`config.mk`:
```
export PLATFORM = sky130hd
export DESIGN_NAME = ml_ladder_seq
export DESIGN_NICKNAME = d
export VERILOG_FILES = /design/src/rtl/ml_pkg.sv /design/src/rtl/ml_ucode_rom.sv /design/src/rtl/ml_key_ctrl.sv /design/src/rtl/ml_regfile.sv /design/src/rtl/ml_ladder_seq.sv
export SDC_FILE = /design/constraint.sdc
export NUM_CORES = 1
export LEC_CHECK = 0
export BUFFER_PORTS_ARGS = -buffer_cell sky130_fd_sc_hd__buf_2
export CAP_MARGIN = 20
export CORE_MARGIN = 1.5
export CORE_UTILIZATION = 58
export DETAILED_ROUTE_END_ITERATION = 8
export GPL_ROUTABILITY_DRIVEN = 1
export PLACE_DENSITY = 0.84
export SETUP_SLACK_MARGIN = 0.2
export SYNTH_ARGS = -nofsm -noshare
export SYNTH_HDL_FRONTEND = slang
export SYNTH_HIERARCHICAL = 1
export SYNTH_SLANG_ARGS = --single-unit
```
`constraint.sdc`:
```
create_clock -name clk -period 5.2 [get_ports clk]
set_input_delay 0.78 -clock clk [delete_from_list [all_inputs] [get_ports clk]]
set_output_delay 0.78 -clock clk [all_outputs]
set_load 0.01 [all_outputs]
```
`src/rtl/ml_pkg.sv`:
```
// Shared encodings for the ladder sequencer: ALU op codes, register select
// codes, the microinstruction layout and the fixed microprogram.
// Assumes the program counter is 5 bits and the program fits in 32 words.
package ml_pkg;

    typedef enum logic [1:0] {OP_ADD = 2'd0, OP_MUL = 2'd1, OP_SQA = 2'd2, OP_SQB = 2'd3} alu_op_e;
    typedef enum logic [1:0] {S_IDLE = 2'd0, S_RUN = 2'd1, S_FIN = 2'd2} seq_st_e;

    // x-bus sources: bit1 set marks a constant that is never swapped
    localparam logic [1:0] XS_A = 2'd0, XS_B = 2'd1, XS_C = 2'd2, XS_G = 2'd3;
    // z-bus sources: scratch register is never swapped
    localparam logic [1:0] ZS_A = 2'd0, ZS_B = 2'd1, ZS_S = 2'd2;
    // destinations: codes below 4 belong to a ladder point and can swap
    localparam logic [2:0] D_XA = 3'd0, D_XB = 3'd1, D_ZA = 3'd2, D_ZB = 3'd3, D_S = 3'd4;
    localparam logic [2:0] CT_NEXT = 3'd0, CT_LOOP = 3'd1;

    localparam int          PC_W    = 5;
    localparam logic [4:0]  PC_LOOP = 5'd5;    // first addition word
    localparam logic [4:0]  PC_LAST = 5'd17;   // last doubling word

    // 12-bit microinstruction
    typedef struct packed {
        logic [1:0] xs;
        logic [1:0] zs;
        alu_op_e    op;
        logic [2:0] dst;
        logic [2:0] ctl;
    } uword_t;

    function automatic uword_t mk(logic [1:0] xs, logic [1:0] zs, alu_op_e op,
                                  logic [2:0] dst, logic [2:0] ctl);
        uword_t w;
        w.xs = xs; w.zs = zs; w.op = op; w.dst = dst; w.ctl = ctl;
        return w;
    endfunction

    // Microprogram: init, addition (B <- A+B), doubling (A <- 2A)
    function automatic uword_t ucode(logic [PC_W-1:0] pc);
        case (pc)
            5'd0:  return mk(XS_G, ZS_A, OP_SQA, D_XB, CT_NEXT);
            5'd1:  return mk(XS_G, ZS_A, OP_SQA, D_ZB, CT_NEXT);
            5'd2:  return mk(XS_B, ZS_B, OP_ADD, D_ZA, CT_NEXT);
            5'd3:  return mk(XS_G, ZS_A, OP_ADD, D_ZB, CT_NEXT);
            5'd4:  return mk(XS_G, ZS_A, OP_SQA, D_XA, CT_NEXT);
            5'd5:  return mk(XS_B, ZS_A, OP_MUL, D_XB, CT_NEXT);
            5'd6:  return mk(XS_A, ZS_B, OP_MUL, D_ZB, CT_NEXT);
            5'd7:  return mk(XS_B, ZS_B, OP_ADD, D_S,  CT_NEXT);
            5'd8:  return mk(XS_B, ZS_B, OP_MUL, D_XB, CT_NEXT);
            5'd9:  return mk(XS_A, ZS_S, OP_SQB, D_ZB, CT_NEXT);
            5'd10: return mk(XS_G, ZS_B, OP_MUL, D_S,  CT_NEXT);
            5'd11: return mk(XS_B, ZS_S, OP_ADD, D_XB, CT_NEXT);
            5'd12: return mk(XS_A, ZS_A, OP_SQA, D_XA, CT_NEXT);
            5'd13: return mk(XS_A, ZS_A, OP_SQB, D_ZA, CT_NEXT);
            5'd14: return mk(XS_C, ZS_A, OP_MUL, D_S,  CT_NEXT);
            5'd15: return mk(XS_A, ZS_A, OP_MUL, D_ZA, CT_NEXT);
            5'd16: return mk(XS_A, ZS_S, OP_ADD, D_XA, CT_NEXT);
            5'd17: return mk(XS_A, ZS_A, OP_SQA, D_XA, CT_LOOP);
            default: return mk(XS_A, ZS_A, OP_ADD, D_S, CT_NEXT);
        endcase
    endfunction

endpackage

```
`src/rtl/ml_ucode_rom.sv`:
```
// Microprogram store: maps the program counter to its microinstruction.
// Assumes the program is purely combinational (no wait states).
module ml_ucode_rom
    import ml_pkg::*;
(
    input  logic [PC_W-1:0] pc,
    output uword_t          word
);
    // Decode the current word from the fixed program
    always_comb word = ucode(pc);
endmodule

```
`src/rtl/ml_key_ctrl.sv`:
```
// Key index counter and bit multiplexer. Loads M-1 on reset or load,
// counts down on dec, and presents the selected key bit.
// Assumes key is stable for the whole run and M >= 2.
module ml_key_ctrl #(
    parameter int M = 8
) (
    input  logic         clk,
    input  logic         rst_n,
    input  logic         load,
    input  logic         dec,
    input  logic [M-1:0] key,
    output logic         key_bit,
    output logic         idx_zero
);
    localparam int IW = (M > 1) ? $clog2(M) : 1;
    localparam logic [IW-1:0] TOP = IW'(M - 1);

    logic [IW-1:0] idx;

    // Bit index: reload to the top on start, step down at loop end
    always_ff @(posedge clk) begin
        if (!rst_n || load) idx <= TOP;
        else if (dec)       idx <= idx - 1'b1;
    end

    // Pick the current key bit and flag the last iteration
    always_comb begin
        key_bit  = key[idx];
        idx_zero = (idx == '0);
    end
endmodule

```
`src/rtl/ml_regfile.sv`:
```
// Ladder working registers with swap-aware bus multiplexers. The swap
// input exchanges A and B roles on both operand selects and destination.
// Assumes logical codes from ml_pkg; constants and scratch never swap.
module ml_regfile
    import ml_pkg::*;
#(
    parameter int M = 8
) (
    input  logic         clk,
    input  logic         rst_n,
    input  logic         swap,
    input  logic [1:0]   xs,
    input  logic [1:0]   zs,
    input  logic [2:0]   dst,
    input  logic         we,
    input  logic [M-1:0] wdata,
    input  logic [M-1:0] gen_x,
    input  logic [M-1:0] curve_c,
    output logic [M-1:0] xbus,
    output logic [M-1:0] zbus,
    output logic [2:0]   dst_p,
    output logic [M-1:0] xa,
    output logic [M-1:0] za
);
    localparam int NREG = 5;

    logic [M-1:0] r [NREG];
    logic [1:0]   xs_p, zs_p;

    // Apply the key swap to selects that name a ladder point
    always_comb begin
        xs_p  = xs[1] ? xs : {xs[1], xs[0] ^ swap};
        zs_p  = (zs == ZS_S) ? zs : {zs[1], zs[0] ^ swap};
        dst_p = dst[2] ? dst : {dst[2:1], dst[0] ^ swap};
    end

    // x-bus and z-bus operand multiplexers
    always_comb begin
        case (xs_p)
            XS_A:    xbus = r[0];
            XS_B:    xbus = r[1];
            XS_C:    xbus = curve_c;
            default: xbus = gen_x;
        endcase
        case (zs_p)
            ZS_A:    zbus = r[2];
            ZS_B:    zbus = r[3];
            default: zbus = r[4];
        endcase
    end

    // Register write: only the named destination takes the result
    always_ff @(posedge clk) begin
        for (int i = 0; i < NREG; i++) begin
            if (!rst_n)                      r[i] <= '0;
            else if (we && dst_p == 3'(i))   r[i] <= wdata;
        end
    end

    // Point A is the block result
    always_comb begin
        xa = r[0];
        za = r[2];
    end
endmodule

```
`src/rtl/ml_ladder_seq.sv`:
```
// Montgomery ladder sequencer top. Steps a fixed microprogram, issues one
// ALU request at a time and writes the result on alu_done. The key bit
// only steers register roles. Assumes key, gen_x and curve_c are stable
// during a run and the ALU answers every request.
module ml_ladder_seq
    import ml_pkg::*;
#(
    parameter int M = 8
) (
    input  logic         clk,
    input  logic         rst_n,
    input  logic         start,
    input  logic [M-1:0] key,
    input  logic [M-1:0] gen_x,
    input  logic [M-1:0] curve_c,
    input  logic         alu_done,
    input  logic [M-1:0] alu_res,
    output logic         alu_req,
    output logic [1:0]   alu_op,
    output logic [2:0]   alu_dst,
    output logic [M-1:0] alu_a,
    output logic [M-1:0] alu_b,
    output logic [M-1:0] x_out,
    output logic [M-1:0] z_out,
    output logic         done
);
    seq_st_e          st;
    logic [PC_W-1:0]  pc;
    uword_t           word;
    logic             key_bit, idx_zero, swap;
    logic             accept, we, at_loop, key_dec;

    ml_ucode_rom rom_i (.pc(pc), .word(word));

    // Control strobes derived from state and handshake
    always_comb begin
        accept  = (st != S_RUN) && start;
        we      = (st == S_RUN) && alu_done;
        at_loop = (word.ctl == CT_LOOP);
        key_dec = we && at_loop && !idx_zero;
        swap    = (pc >= PC_LOOP) && key_bit;
    end

    ml_key_ctrl #(.M(M)) key_i (
        .clk(clk), .rst_n(rst_n), .load(accept), .dec(key_dec),
        .key(key), .key_bit(key_bit), .idx_zero(idx_zero)
    );

    ml_regfile #(.M(M)) rf_i (
        .clk(clk), .rst_n(rst_n), .swap(swap),
        .xs(word.xs), .zs(word.zs), .dst(word.dst),
        .we(we), .wdata(alu_res), .gen_x(gen_x), .curve_c(curve_c),
        .xbus(alu_a), .zbus(alu_b), .dst_p(alu_dst),
        .xa(x_out), .za(z_out)
    );

    // Sequencer: start, advance per completed request, loop per key bit
    always_ff @(posedge clk) begin
        if (!rst_n) begin
            st <= S_IDLE;
            pc <= '0;
        end else if (accept) begin
            st <= S_RUN;
            pc <= '0;
        end else if (we) begin
            if (!at_loop)      pc <= pc + 1'b1;
            else if (idx_zero) st <= S_FIN;
            else               pc <= PC_LOOP;
        end
    end

    // Request and completion outputs
    always_comb begin
        alu_req = (st == S_RUN);
        alu_op  = word.op;
        done    = (st == S_FIN);
    end
endmodule

```
After elaboration in Yosys (flattened, before gate mapping)
Memories as Yosys holds them, arrays and structs flattened. A register that Yosys moved wholly into a read port is not among the register bits.
Index checks and enable logic that the tools add are counted.

word-level totals
  register bits after elaboration = 10
  latch bits = 0
  memory bits (writable) = 40
  bits in read-only memories = 320
  input bits = 36
  output and inout bits = 39
  logic and storage cells = 92
  memories kept = 2

memory list
  memory           depth  width  rd ports  clocked after memory_dff  wr ports  line              text
  (no name shown)  32     10     1         1                         0         ml_pkg.sv:39      case (pc)
  rf_i.r           5      8      5         0                         5         ml_regfile.sv:27  logic [M-1:0] r [NREG];

operators by class
  $add $sub $neg = 2
  multipliers = 0
  div/mod/pow operators = 0
  $lt $le $gt $ge = 2
  eq/ne operators = 13
  shift-type cells = 0
  mux-type cells = 36
  bitwise operators = 9
  reductions and logical operators = 24

operators by type and width
  operator                                                           number
  2-to-1 mux 8 bit                                                   5
  one-hot mux 8 bit (3 select lines)                                 1
  2-to-1 mux 1 bit                                                   22
  2-to-1 mux 5 bit                                                   4
  one-hot mux 8 bit (2 select lines)                                 1
  logical AND 1 bit                                                  10
  == test 2 x 1 -> 1 bit, second input constant                      3
  == test 2 bit, second input constant                               3
  == test 3 x 1 -> 1 bit, second input constant                      2
  == test 3 x 2 -> 1 bit, second input constant                      2
  zero test 3 bit                                                    2
  AND reduction 3 bit                                                2
  nonzero test 2 bit                                                 3
  adder 5 x 1 -> 5 bit, second input constant                        1
  greater-or-equal comparator 5 x 3 -> 1 bit, second input constant  1
  bitwise OR 1 bit                                                   5
  zero test 2 bit                                                    2
  less-than comparator 3 x 4 -> 1 bit, second input constant         1
  binary-select mux 1 bit (select 3 bit)                             1
  == test 3 bit, second input constant                               1
  2-to-1 mux 3 bit                                                   1
  subtractor 3 x 1 -> 3 bit, second input constant                   1
  bitwise XOR 1 bit                                                  3
  zero test 1 bit                                                    2
  other kinds (7)                                                    7

Depth between registers and ports, before layout
  word-level depth = 11
  mapped depth = 9
  gate-level depth less buffers = 8

By module
Netlist, hierarchy kept.

modules (own cells, without submodules)
  module         times used  cells each  area an instance (µm²)  seq. area each (µm²)
  ml_regfile     1           158         2078.2                  1201.2
  ml_ladder_seq  1           53          474.2                   140.1
  ml_ucode_rom   1           55          361.6                   0.0
  ml_key_ctrl    1           19          211.5                   60.1

Least setup slack after synthesis
No wires, ideal clock.

  path type = input -> output
  start = input port key[5]
  end = output port alu_a[0]
  arrival time = 2.380 ns
  required time = 4.420 ns
  path slack = 2.040 ns
  cell stages on the path = 8
  buffers on the path = 1
  path through = mux4_1 mux2_2 inv_1 a31oi_1 buf_6 xnor2_4 mux2i_1 mux2i_1

on the way
  word-level cells in the longest chain between the ends = 7

RTL lines
  what                                         line                 text
  start, declared                              ml_ladder_seq.sv:13  input logic [M-1:0] key,
  binary-select mux 1 bit (select 3 bit) *     ml_key_ctrl.sv:28    key_bit = key[idx];
  2-to-1 mux 1 bit (not written as such) *     ml_key_ctrl.sv:28
  via key_bit                                  ml_ladder_seq.sv:30  logic key_bit, idx_zero, swap;
  logical AND 1 bit *                          ml_ladder_seq.sv:41  swap = (pc >= PC_LOOP) && key_bit;
  via swap                                     ml_ladder_seq.sv:30
  bitwise XOR 1 bit *                          ml_regfile.sv:32     xs_p = xs[1] ? xs : {xs[1], xs[0] ^ swap};
  2-to-1 mux 2 bit *                           ml_regfile.sv:32
  == test 2 bit, or another cell as far along  ml_regfile.sv:39     case (xs_p)
  one-hot mux 8 bit (3 select lines) *         ml_regfile.sv:39
  end, declared                                ml_ladder_seq.sv:21  output logic [M-1:0] alu_a,

The timed path passes the listed nets; every way through them passes the cells marked *. The select of a mux whose other input is x is not followed.

Final worst setup path
  start = register pc[1]
  end = output port alu_a[6]

on the way
  word-level cells in the longest chain between the ends = 6

RTL lines
  what                                          line                 text
  start, declared                               ml_ladder_seq.sv:28  logic [PC_W-1:0] pc;
  start signal, assigned                        ml_ladder_seq.sv:66  if (!at_loop) pc <= pc + 1'b1;
  greater-or-equal comparator 5 x 3 -> 1 bit *  ml_ladder_seq.sv:41
  logical AND 1 bit *                           ml_ladder_seq.sv:41
  via swap                                      ml_ladder_seq.sv:30
  bitwise XOR 1 bit *                           ml_regfile.sv:32
  2-to-1 mux 2 bit *                            ml_regfile.sv:32
  == test 2 bit, or another cell as far along   ml_regfile.sv:39
  one-hot mux 8 bit (3 select lines) *          ml_regfile.sv:39

The timed path passes the listed nets; every way through them passes the cells marked *.

==> flow_metrics.py <==
metrics = {
    "run_status": {
        "status": "complete, no violations",
    },
    "job": {
        "max_cap_viol_count": 0,
    },
    "logic_synthesis": {
        "synth_cells": 285,
        "synth_area_leader_cell": "edfxtp_1",
        "synth_area_sq_mm": 0.00313,
        "synthAdderAreaFrac_pct": 4.00,
        "synth_edf_count": 40,
        "yosys.area_share.simple_pct": 20.2,
        "yosys-mux-area-fraction_pct": 13.9,
        "async_reset_ff_share_pct": 0,
        "netlist.area_leader.share_pct": 38.4,
        "yosysWarnings": 6,
        "synth_xor_area_share_pct": 2.88,
        "ys.flop_type": "edfxtp_1",
        "synthTopCellsByArea": "edfxtp_1, mux2i_1, and2_1, dfxtp_1, ha_1",
        "synth-compound-area-share_pct": 9.29,
        "avgSynthCellArea_sq_um": 11.0,
        "ys_types": 53,
        "ys_seq_elements": 50,
        "synth_top_family_by_area": "simple AND/OR/NAND/NOR gates",
        "yosysSeqAreaShare_pct": 44.8,
    },
    "clock_tree": {
        "clk_path_buf_depth": 2,
        "clock_latency_ns": 0.30,
        "cts_tree": "built",
        "ctsHtreeMaxLevel": 2,
        "numClockSinks": 50,
        "clockRootBuffer": "clkbuf_8",
        "cts_resized": 0,
        "clk_pin_slew_ns": 0.09,
        "numCtsBuffers": 5,
        "postCtsSetupBuffers": 0,
        "cts_hold_buf": 0,
    },
    "setup_path": {
        "path_class": "flip-flop to primary output",
        "arrival_ns": 2.94,
        "cp-start-kind": "flip-flop",
        "worstPathRequired_ns": 4.42,
        "reg2reg_slack_ns": 2.19,
        "worst-path-max-fanout": 16,
        "cp-end-kind": "primary output",
    },
    "routing": {
        "ant_nets": 0,
        "vias": 2349,
        "dr.max_layer_used": "met4",
        "via_per_inst": 5.48,
        "drtIter0Drc": 171,
        "wl_microns": 6390,
        "first_pass_iters": 4,
        "met3_length_microns": 306,
        "wl_met2_microns": 3130,
        "wl_per_cell_microns": 14.9,
        "wl_met1_microns": 2930,
        "post-route-drc-count": 0,
    },
    "sta": {
        "hold_ws_ns": 0.578,
        "slew_viol_final": 0,
        "clock_skew_ns": 0.00749,
        "fmax_mhz": 269,
        "slew_headroom_pct": 29.0,
        "grt_setup_unrepaired": "no",
        "worst_pin_slew_ns": 1.06,
        "period_share_pct": 71.5,
        "hold_viol": 0,
        "final.min_clock_period_ns": 3.72,
        "finalSetupViolCount": 0,
        "tns_ns": 0,
    },
    "global_route": {
        "antenna_found_initial": 0,
        "gr-total-overflow": 0,
        "grt_pass1_wl_microns": 10300,
        "grt_max_degree": 22,
        "grt_use_total_pct": 22.3,
        "grt_pass1_vias": 2197,
    },
    "hold_path": {
        "hold_path_class": "flip-flop to flip-flop",
    },
    "layout": {
        "fin_util_pct": 70.7,
        "synthToLayoutAreaGrowth_pct": 16.2,
        "final_nets": 404,
        "drive_gt1_share_pct": 27.9,
        "layout_commonest_cell": "buf_2",
        "final_cell_mix": "buf_2, and2_1, edfxtp_1",
        "n_antenna_cell": 0,
        "n_fill_cell": 408,
    },
    "placed_design": {
        "place_congestion": 0.846,
        "dpl.hpwl_microns": 4650,
        "portBuffers": 74,
    },
    "die": {
        "fp-row-count": 26,
        "die_w_microns": 76.4,
        "die_area_sq_mm": 0.00584,
        "start_util_pct": 60.8,
        "ios": 75,
        "die-height_microns": 76.4,
        "core-area_sq_mm": 0.00514,
    },
    "power_and_ir_drop": {
        "p_per_area_mw_per_mm2": 221,
        "peakVddDrop_v": 0.000205,
        "p_leak_nw": 1.69,
    },
}
## state kept, by name (all words and copies together) (netlist names)
name / count
pc: 5
rf_i/r: 40
st: 2
key_i/idx: 3
## worst max-delay path, cell delays in order, from the launching register on
cell     delay (ns)
dfxtp_1        0.68
inv_1          0.11
ha_1           0.20
o31ai_1        0.23
a31oi_1        0.41
xnor2_4        0.48
mux2i_1        0.27
mux2i_1        0.09
buf_2          0.17
## final timing paths
kind,start,depth (start not counted),to
max,pc[1],8,alu_a[6]
min,key_i/idx[1],2,key_i/idx[1]
max reg2reg,pc[0],6,rf_i/r[3][4]
min reg2reg,key_i/idx[1],2,key_i/idx[1]
## power breakdown
group	internal [W]	total, W	switching, W
clock	0.000144	0.000275	0.000131
combinational	0.0000331	0.0000759	0.0000428
sequential	0.000445	0.000452	0.00000721
total	0.000622	0.000803	0.000182
## stage by stage
stage / instance area, sq um / total power (W) / worst slack, ns / cells
final: 3630 / 0.000803 / 1.48 / 429
after global routing: 3630 / 0.000831 / 1.20 / 429
after CTS: 3630 / 0.000809 / 1.48 / 429
after detailed placement: 3520 / 0.000537 / 1.49 / 421
after global placement: 3520 / 0.000534 / 1.54 / 421
after floorplan: 3130 / 0.000501 / 2.04 / 286
## final cells by class
| class | count | area (sq um) | area share [%] |
|---|---|---|---|
| clock buffer | 5 | 68.8 | 1.89 |
| clock inverter | 3 | 42.5 | 1.17 |
| inverter | 18 | 67.6 | 1.86 |
| multi-input combinational | 207 | 1580 | 43.5 |
| sequential | 50 | 1400 | 38.6 |
| tap | 70 | 87.6 | 2.41 |
| timing repair buffer | 76 | 385 | 10.6 |
## synth_stat cells (5+ instances only)
library cell  instances
and2_1               40
edfxtp_1             40
mux2i_1              37
inv_1                17
nand2_1              17
nor2_1               17
dfxtp_1              10
ha_1                 10
a21oi_1               8
o21ai_1               8
o21ai_0               5
## routing by layer
layer / track usage, % / up-vias
li1: - / 1160
met3: 4.07 / 2
met5: 0 / -
met1: 29.3 / 1115
met2: 38.5 / 72
met4: 5.00 / 0
## cells by family after synthesis
group | count (synthesis)
xor+xnor | 6
simple gates | 107
flops | 50
mux | 40
other cells | 1
fa+ha+maj | 10
compound gates | 42
buf+inv | 29
No activity file was read; power rests on OpenSTA's default activity.
